File: config.mk
export PLATFORM = sky130hd
export DESIGN_NAME = echo_check
export DESIGN_NICKNAME = d
export VERILOG_FILES = /design/src/rtl/echo_pkg.sv /design/src/rtl/echo_smp_sel.sv /design/src/rtl/echo_deser.sv /design/src/rtl/echo_pend_q.sv /design/src/rtl/echo_stat_reg.sv /design/src/rtl/echo_check.sv
export SDC_FILE = /design/constraint.sdc
export NUM_CORES = 1
export LEC_CHECK = 0
export BUFFER_PORTS_ARGS = -buffer_cell sky130_fd_sc_hd__buf_2
export CAP_MARGIN = 20
export CORE_MARGIN = 2
export CORE_UTILIZATION = 56
export CTS_BUF_LIST = sky130_fd_sc_hd__clkbuf_16
export DETAILED_ROUTE_END_ITERATION = 6
export GPL_TIMING_DRIVEN = 0
export PLACE_DENSITY = 0.83
export SLEW_MARGIN = 20
export SYNTH_ARGS = -nofsm -noshare
export SYNTH_HDL_FRONTEND = slang
export SYNTH_HIERARCHICAL = 1
export SYNTH_SLANG_ARGS = --single-unit
File: constraint.sdc
create_clock -name clk -period 3.1 [get_ports clk]
set_input_delay 0.155 -clock clk [delete_from_list [all_inputs] [get_ports clk]]
set_output_delay 0.155 -clock clk [all_outputs]
set_load 0.02 [all_outputs]
File: src/rtl/echo_pkg.sv
// Package: shared constants and types of the transmit echo checker.
// Assumes an 8-bit character and a 2-bit mode field.
package echo_pkg;

    localparam int CHAR_W = 8;

    typedef enum logic [1:0] {
        MODE_OFF  = 2'b00,
        MODE_RISE = 2'b01,
        MODE_FALL = 2'b10,
        MODE_RSVD = 2'b11
    } echo_mode_e;

    typedef enum logic [1:0] {
        DS_IDLE = 2'b00,
        DS_DATA = 2'b01,
        DS_PAR  = 2'b10,
        DS_STOP = 2'b11
    } deser_state_e;

    typedef struct packed {
        logic [CHAR_W-1:0] data;
        logic              par_bad;
        logic              stop_bad;
    } rx_char_t;

endpackage

File: src/rtl/echo_smp_sel.sv
// Module: echo_smp_sel
// Chooses which transmit bit clock strobe samples the returned line, from
// the mode field. Assumes both strobes are one system clock wide. The
// reserved code behaves exactly like the disabled code.
module echo_smp_sel
    import echo_pkg::*;
(
    input  logic [1:0] mode,
    input  logic       rise_stb,
    input  logic       fall_stb,
    output logic       smp,
    output logic       active
);

    // Decode the mode into a sample strobe and an enable.
    always_comb begin
        smp    = 1'b0;
        active = 1'b0;
        case (echo_mode_e'(mode))
            MODE_RISE: begin
                smp    = rise_stb;
                active = 1'b1;
            end
            MODE_FALL: begin
                smp    = fall_stb;
                active = 1'b1;
            end
            default: begin
                smp    = 1'b0;
                active = 1'b0;
            end
        endcase
    end

endmodule

File: src/rtl/echo_deser.sv
// Module: echo_deser
// Deserializes the returned line at one sample per bit: start bit (low),
// DATA_W data bits LSB first, optional parity bit, stop bit. It raises a
// one-cycle registered done pulse, with the byte and its fault bits, in the
// cycle after the stop bit sample. Assumes par_en and par_odd stay steady
// during a frame. flush returns it to idle.
module echo_deser
    import echo_pkg::*;
#(
    parameter int DATA_W = 8
) (
    input  logic              clk,
    input  logic              rst_n,
    input  logic              flush,
    input  logic              smp,
    input  logic              line,
    input  logic              par_en,
    input  logic              par_odd,
    output logic              done,
    output logic [DATA_W-1:0] data,
    output logic              par_bad,
    output logic              stop_bad,
    output logic              busy
);

    localparam int IDX_W = (DATA_W > 1) ? $clog2(DATA_W) : 1;
    localparam logic [IDX_W-1:0] LAST_IDX = IDX_W'(DATA_W - 1);

    deser_state_e      state_q;
    logic [IDX_W-1:0]  idx_q;
    logic [DATA_W-1:0] shift_q;
    logic              pbit_q;

    // Frame state machine, bit counter and shift register.
    always_ff @(posedge clk) begin
        if (!rst_n || flush) begin
            state_q  <= DS_IDLE;
            idx_q    <= '0;
            shift_q  <= '0;
            pbit_q   <= 1'b0;
            done     <= 1'b0;
            data     <= '0;
            par_bad  <= 1'b0;
            stop_bad <= 1'b0;
        end else begin
            done <= 1'b0;
            if (smp) begin
                case (state_q)
                    DS_IDLE: begin
                        if (!line) begin
                            state_q <= DS_DATA;
                            idx_q   <= '0;
                        end
                    end
                    DS_DATA: begin
                        shift_q <= {line, shift_q[DATA_W-1:1]};
                        idx_q   <= idx_q + 1'b1;
                        if (idx_q == LAST_IDX) begin
                            state_q <= par_en ? DS_PAR : DS_STOP;
                        end
                    end
                    DS_PAR: begin
                        pbit_q  <= line;
                        state_q <= DS_STOP;
                    end
                    DS_STOP: begin
                        done     <= 1'b1;
                        data     <= shift_q;
                        par_bad  <= par_en && ((^shift_q ^ pbit_q) != par_odd);
                        stop_bad <= !line;
                        state_q  <= DS_IDLE;
                    end
                    default: state_q <= DS_IDLE;
                endcase
            end
        end
    end

    // Busy whenever a frame is in progress.
    assign busy = (state_q != DS_IDLE);

endmodule

File: src/rtl/echo_pend_q.sv
// Module: echo_pend_q
// Circular queue of sent bytes waiting for their echo. A pop and a push may
// fall in the same cycle; the pop is counted first. A push into a queue that
// stays full drops the oldest entry and reports ovf. flush empties it.
module echo_pend_q #(
    parameter int DEPTH  = 2,
    parameter int DATA_W = 8,
    parameter int CNT_W  = $clog2(DEPTH + 1)
) (
    input  logic              clk,
    input  logic              rst_n,
    input  logic              flush,
    input  logic              push,
    input  logic [DATA_W-1:0] din,
    input  logic              pop,
    output logic              valid,
    output logic [DATA_W-1:0] head,
    output logic              ovf,
    output logic [CNT_W-1:0]  cnt
);

    localparam int PTR_W = (DEPTH > 1) ? $clog2(DEPTH) : 1;
    localparam logic [PTR_W-1:0] LAST_PTR = PTR_W'(DEPTH - 1);
    localparam logic [CNT_W-1:0] FULL_CNT = CNT_W'(DEPTH);

    logic [DATA_W-1:0] mem [DEPTH];
    logic [PTR_W-1:0]  rd_q;
    logic [PTR_W-1:0]  wr_q;
    logic [CNT_W-1:0]  cnt_q;
    logic              pop_ok;
    logic [CNT_W-1:0]  cnt_after;
    logic              full_after;

    // Next pointer with wrap for any depth.
    function automatic logic [PTR_W-1:0] nxt(input logic [PTR_W-1:0] p);
        return (p == LAST_PTR) ? '0 : p + 1'b1;
    endfunction

    // Occupancy after the pop, and overflow decision.
    always_comb begin
        pop_ok     = pop && (cnt_q != '0);
        cnt_after  = cnt_q - CNT_W'(pop_ok);
        full_after = (cnt_after == FULL_CNT);
        ovf        = push && full_after && !flush;
    end

    // One storage slot per entry, written when the write pointer selects it.
    for (genvar g = 0; g < DEPTH; g++) begin : g_slot
        always_ff @(posedge clk) begin
            if (push && !flush && (wr_q == PTR_W'(g))) begin
                mem[g] <= din;
            end
        end
    end

    // Pointers and count.
    always_ff @(posedge clk) begin
        if (!rst_n || flush) begin
            rd_q  <= '0;
            wr_q  <= '0;
            cnt_q <= '0;
        end else begin
            if (push) begin
                wr_q <= nxt(wr_q);
            end
            if (pop_ok || ovf) begin
                rd_q <= nxt(rd_q);
            end
            if (push) begin
                cnt_q <= full_after ? cnt_after : cnt_after + 1'b1;
            end else begin
                cnt_q <= cnt_after;
            end
        end
    end

    assign valid = (cnt_q != '0);
    assign head  = mem[rd_q];
    assign cnt   = cnt_q;

endmodule

File: src/rtl/echo_stat_reg.sv
// Module: echo_stat_reg
// Holds the mode field and the sticky error flag behind one 8-bit register.
// A write that changes the mode produces a same-cycle flush. A new error in
// the same cycle as a clearing write wins.
module echo_stat_reg (
    input  logic       clk,
    input  logic       rst_n,
    input  logic       wr,
    input  logic [7:0] wdata,
    input  logic       err_set,
    output logic [1:0] mode,
    output logic       err,
    output logic       flush,
    output logic [7:0] rdata
);

    localparam int ERR_BIT  = 3;
    localparam int MODE_LSB = 1;

    logic [1:0] mode_q;
    logic       err_q;
    logic       clr;
    logic       unused_wbits;

    assign unused_wbits = ^{wdata[7:4], wdata[0]};
    assign clr   = wr && wdata[ERR_BIT];
    assign flush = wr && (wdata[MODE_LSB+1:MODE_LSB] != mode_q);

    // Mode field storage.
    always_ff @(posedge clk) begin
        if (!rst_n) begin
            mode_q <= 2'b00;
        end else if (wr) begin
            mode_q <= wdata[MODE_LSB+1:MODE_LSB];
        end
    end

    // Sticky error flag: set dominates clear.
    always_ff @(posedge clk) begin
        if (!rst_n) begin
            err_q <= 1'b0;
        end else begin
            err_q <= (err_q && !clr) || err_set;
        end
    end

    assign mode  = mode_q;
    assign err   = err_q;
    assign rdata = {4'b0000, err_q, mode_q, 1'b0};

endmodule

File: src/rtl/echo_check.sv
// Module: echo_check (top)
// Stores each transmitted byte and checks it against the echo returned by
// a remote loopback, sampled on the edge of the transmit bit clock that the
// mode selects. Faults set a sticky flag that drives irq. Assumes the bit
// clock strobes are synchronous one-cycle pulses, at one per bit.
module echo_check
    import echo_pkg::*;
#(
    parameter int DEPTH  = 2,
    parameter int DATA_W = CHAR_W
) (
    input  logic              clk,
    input  logic              rst_n,
    input  logic              tx_push,
    input  logic [DATA_W-1:0] tx_byte,
    input  logic              rtn_line,
    input  logic              bclk_rise,
    input  logic              bclk_fall,
    input  logic              par_en,
    input  logic              par_odd,
    input  logic              reg_wr,
    input  logic [7:0]        reg_wdata,
    output logic [7:0]        reg_rdata,
    output logic              irq
);

    localparam int CNT_W = $clog2(DEPTH + 1);

    logic [1:0]        mode;
    logic              err;
    logic              flush;
    logic              smp;
    logic              active;
    logic              des_done;
    logic [DATA_W-1:0] des_data;
    logic              des_pbad;
    logic              des_sbad;
    logic              des_busy;
    logic              push_eff;
    logic              q_valid;
    logic [DATA_W-1:0] q_head;
    logic              q_ovf;
    logic [CNT_W-1:0]  pend_cnt;
    logic              cmp_fault;
    logic              err_set;

    echo_stat_reg u_reg (
        .clk     (clk),
        .rst_n   (rst_n),
        .wr      (reg_wr),
        .wdata   (reg_wdata),
        .err_set (err_set),
        .mode    (mode),
        .err     (err),
        .flush   (flush),
        .rdata   (reg_rdata)
    );

    echo_smp_sel u_sel (
        .mode     (mode),
        .rise_stb (bclk_rise),
        .fall_stb (bclk_fall),
        .smp      (smp),
        .active   (active)
    );

    echo_deser #(.DATA_W(DATA_W)) u_des (
        .clk      (clk),
        .rst_n    (rst_n),
        .flush    (flush),
        .smp      (smp),
        .line     (rtn_line),
        .par_en   (par_en),
        .par_odd  (par_odd),
        .done     (des_done),
        .data     (des_data),
        .par_bad  (des_pbad),
        .stop_bad (des_sbad),
        .busy     (des_busy)
    );

    // Only store bytes while checking is on and no flush is happening.
    assign push_eff = tx_push && active && !flush;

    echo_pend_q #(.DEPTH(DEPTH), .DATA_W(DATA_W), .CNT_W(CNT_W)) u_q (
        .clk   (clk),
        .rst_n (rst_n),
        .flush (flush),
        .push  (push_eff),
        .din   (tx_byte),
        .pop   (des_done && !flush),
        .valid (q_valid),
        .head  (q_head),
        .ovf   (q_ovf),
        .cnt   (pend_cnt)
    );

    // Judge a finished echo against the oldest pending byte.
    always_comb begin
        cmp_fault = 1'b0;
        if (des_done && !flush) begin
            cmp_fault = !q_valid || (des_data != q_head) || des_pbad || des_sbad;
        end
        err_set = cmp_fault || q_ovf;
    end

    assign irq = err;

endmodule

Word-level counts from Yosys, hierarchy flattened:

Memories as Yosys holds them, arrays and structs flattened. A register that Yosys moved wholly into a read port is not among the register bits.
Index checks and enable logic that the tools add are counted.

* equality and inequality tests: 12
* mux-type cells: 23
* reductions and logical operators: 37
* add/sub/neg operators: 5
* bitwise gates (word level): 3

Operators by type and width (number)
* $mux 1: 14
* $logic_and 1x1->1: 13
* $eq 2x2->1 const B: 4
* $mux 2: 4
* $mux 8: 1
* $ne 8x8->1: 1
* $pmux 2 s4: 1
* $reduce_or 8->1: 1
* $reduce_xor 8->1: 1
* $logic_or 1x1->1: 7
* $pmux 3 s2: 1
* $reduce_and 2->1: 3
* $reduce_and 3->1: 2
* $logic_not 1->1: 5
* $eq 2x1->1 const B: 2
* $reduce_bool 2->1: 2
* $reduce_or 2->1: 2
* $add 3x1->3 const B: 1
* $eq 3x3->1 const B: 1
* $mux 3: 1
* $add 1x1->1 const B: 2
* $add 2x1->2 const B: 1
* $logic_not 2->1: 1
* $ne 2x1->1 const B: 1
* other kinds (7): 8

* RAM bits: 16
* word-level logic and storage cells: 94
* memories: 1
* bits in registers: 32
* output and inout bits: 9
* input port bits: 25

Memories
* u_q.mem: depth 2, width 8, rd ports 1, clocked after memory_dff 1, wr ports 1, RTL line echo_pend_q.sv:26 `logic [DATA_W-1:0] mem [DEPTH];`

Longest topological paths before layout:

* word-level depth: 12
* mapped depth: 11
* mapped depth without buffers: 11

By module:

Netlist, hierarchy kept.

Modules (own cells, without submodules)
* echo_deser: times used 1, area each 1126.1 um2, cells each 131
* echo_pend_q: times used 1, area each 828.3 um2, cells each 52
* echo_stat_reg: times used 1, area each 196.4 um2, cells each 21
* echo_check: times used 1, area each 127.6 um2, cells each 16
* echo_smp_sel: times used 1, area each 47.5 um2, cells each 7

Least setup slack after synthesis:

Ideal clock, no wire load.

* kind: register to register
* start point: register u_reg.mode_q[1] (netlist: u_reg/mode[1])
* end point: register u_reg.err_q (netlist: u_reg/err)
* period minus slack after synthesis: 2.445 ns
* cell stages (with the launch flop): 12
* slack: 0.655 ns
* arrival time: 2.331 ns
* required time: 2.985 ns
* path through: dfxtp_1 xnor2_1 a21boi_0 nor2b_1 o21a_1 ha_1 and4b_4 nor4b_2 nand4_1 nor4_2 a31oi_1 o21a_1

* longest elaborated chain between the ends: 11

RTL lines
* from (decl): RTL line echo_stat_reg.sv:20 `logic [1:0] mode_q;`
* from (signal assigned): RTL line echo_stat_reg.sv:34 `mode_q <= wdata[MODE_LSB+1:MODE_LSB];`
* $ne 2x2->1 (*): RTL line echo_stat_reg.sv:27 `assign flush = wr && (wdata[MODE_LSB+1:MODE_LSB] != mode_q);`
* $logic_and 1x1->1 (*): RTL line echo_stat_reg.sv:27
* named net flush: RTL line echo_check.sv:31 `logic flush;`
* $logic_not 1->1 (*): RTL line echo_pend_q.sv:44, echo_check.sv:83, echo_check.sv:91
* $logic_and 1x1->1: RTL line echo_check.sv:91 `.pop (des_done && !flush),`
* $logic_and 1x1->1: RTL line echo_pend_q.sv:41 `pop_ok = pop && (cnt_q != '0);`
* $sub 2x1->2: RTL line echo_pend_q.sv:42 `cnt_after = cnt_q - CNT_W'(pop_ok);`
* $eq 2x2->1: RTL line echo_pend_q.sv:43 `full_after = (cnt_after == FULL_CNT);`
* $logic_and 1x1->1: RTL line echo_pend_q.sv:44 `ovf = push && full_after && !flush;`
* $logic_and 1x1->1 (*): RTL line echo_pend_q.sv:44
* named net q_ovf: RTL line echo_check.sv:42 `logic q_ovf;`
* $logic_or 1x1->1 (*): RTL line echo_check.sv:104 `err_set = cmp_fault || q_ovf;`
* named net err_set: RTL line echo_check.sv:45 `logic err_set;`
* $logic_or 1x1->1 (*): RTL line echo_stat_reg.sv:43 `err_q <= (err_q && !clr) || err_set;`
* to (signal assigned): RTL line echo_stat_reg.sv:43
* to (decl): RTL line echo_stat_reg.sv:21 `logic err_q;`

Mark *: on every way through the listed nets, which the timed path passes. The rest lies on a longest branch.
A chain may end at the register's enable or synchronous reset.

Worst setup path after layout:

Same ends and word-level chain as after synthesis.

==> reports/summary.txt <==
Status: complete, no violations
Most frequent cells in the layout: 33 x dfxtp_1, 31 x nand2_1, 24 x buf_2
Die Area: 0.00468 mm^2
Final slew viol count: 0
Max Cap Viol: 0
DRT Pass-1 Iters: 3
Required time worst endpoint: 3.28 ns
Crit-path max cell delay: 0.44 ns
Mean post-synth cell area: 10.3 um^2
# rows: 23
TritonCTS clock tree: done
Register area: 0.00114 mm^2
Antenna violations before repair: 0
Drt initial violations: 92
Leak: 0.000981 uW
Worst ir drop on vdd: 0.256 mV
Power Total: 1260 uW
WP depth: 11
Synth warn: 6
RSZ-0062 raised after global routing: false
CTS sink cnt: 49
Worst Skew: 0.00516 ns
Global route total overflow: 0
Slew headroom: 0.547
Top delay family on crit path: compound AO/OA/AOI/OAI gates
Net count, final: 295
Worst slew pin tran: 0.676 ns
Final Setup Violations: 0
Filler instances: 330
Final period utilization: 0.902
Clk slew on worst S/H paths: 0.06 ns
Area of the core: 0.00400 mm^2
Worst setup EP type: flip-flop
Endpoints failing hold: 0
Total number of H-tree levels: 2
R2r startpoint: u_reg/mode[1]
Vias/cell: 5.18
Placer Congestion: 0.778
Num CTS Buffers: 5
Pin count of the biggest net entering global routing: 15
WL final: 3.99 mm
Post-DR wirelength/cell: 12.8 um
Hold crit path type: in2reg
Hold Path Depth: 1
Mapped Cells: 226
I/O pins: 34
Via count: 1611
Most Frequent Cell on Critical Path: o21a_1
Global Route Usage Sum: 0.190
First-pass GRT wire length: 6.40 mm
Critical path class: reg2reg
Hold Startpoint: tx_byte[2]
Die height: 68.4 um
R2R depth: 11
Die W: 68.4 um
Vias in the first global route: 1436
# DRC: 0
Post-Syn Area: 0.00232 mm^2
CP max stage cell: a21boi_1
Setup TNS: 0 ns
Hold Buf Count CTS: 0
Share of cells above drive strength 1: 0.207
Commonest non-fill, non-tap cell in the layout: dfxtp_1
Syn-to-layout area delta: 14.4%
Worst-Skew Late Latency: 0.29 ns
Max Freq: 357 MHz
Crit-path cells: xnor2_1, a21boi_1, nor2b_1, o21a_1, ha_1, and4b_4, nor4b_2, nand4_1, nor4_2, a31oi_1, o21a_1
Buffers plus inverters on the worst setup path: 0
Worst setup startpoint: u_reg/mode[1]
Multi-input gate area: 0.00108 mm^2
Antenna cells: 0
Root Driver: clkbuf_16
Max Root-Sink Buffers: 2
Final worst path period need: 2.80 ns
PnR worst setup slack: 0.303 ns
Post-route ant nets: 0
Power Density: 475 mW/mm^2
CP Max Fanout: 7
Startpoint Class: flip-flop
Initial Util: 0.581
Post-DP HPWL: 2.96 mm
Crit path DAT: 2.98 ns
Port buffer count: 23
Pre-CTS setup slack: 0.145 ns
==> stage by stage <==
stage	util	hold slack, ns	instance area [um^2]	std cells
floorplan	-	0.254	2340	230
global placement	0.629	0.344	2510	303
detailed placement	0.629	0.350	2510	303
CTS	0.663	0.0483	2650	311
global route	0.664	0.0478	2660	311
finish	0.664	0.0537	2660	311
==> worst paths after layout <==
path / endpoint / slack (ns)
min: u_q/mem[0][2] / 0.05
max: u_reg/err / 0.30
max reg2reg: u_reg/err / 0.30
min reg2reg: u_des/data[2] / 0.46
==> area by class of cell <==
class                   count  share of cell area
clock buffers               5              0.0471
inverters                   8              0.0113
plain buffers              16              0.0344
flip-flops and latches     49               0.430
clock inverters             3             0.00424
well taps                  50              0.0236
multi-input cells         157               0.407
repair buffers             23              0.0433
==> worst register-to-register path, cell delays in order (launching register included) <==
cell,delay (ns)
dfxtp_1,0.43
xnor2_1,0.10
a21boi_1,0.44
nor2b_1,0.13
o21a_1,0.17
ha_1,0.33
and4b_4,0.22
nor4b_2,0.24
nand4_1,0.14
nor4_2,0.18
a31oi_1,0.13
o21a_1,0.19
==> routing by layer <==
layer,vias to the layer above,routed length (um),global-route usage
met5,-,0,0
met4,0,82,0.0950
met3,9,112,0.0510
met2,18,1910,0.298
met1,753,1880,0.241
li1,831,-,-
==> sequential cells by signal, summed over array words and instances, names as in the netlist, named ones only <==
name and count:
u_des/data 8, u_des/done 1, u_des/idx_q 3, u_des/par_bad 1, u_des/pbit_q 1, u_des/shift_q 8
u_des/state_q 2, u_des/stop_bad 1, u_q/cnt 2, u_q/mem 16, u_q/rd_q 1, u_q/wr_q 1
u_reg/err 1, u_reg/mode 2
==> report_power, final <==
part | total (uW) | internal, uW | leakage (uW) | switching, uW
clock network | 507 | 290 | 0.0000738 | 217
logic | 81.8 | 35.7 | 0.000497 | 46.1
registers | 673 | 669 | 0.000411 | 4.22
total | 1260 | 995 | 0.000981 | 267
==> timing repair <==
item | CTS | global route
setup buffers | 0 | 0
endpoints found under the setup margin | 0 | 1
gates resized for setup | 0 | 1
(Power assumes the default switching activity.)
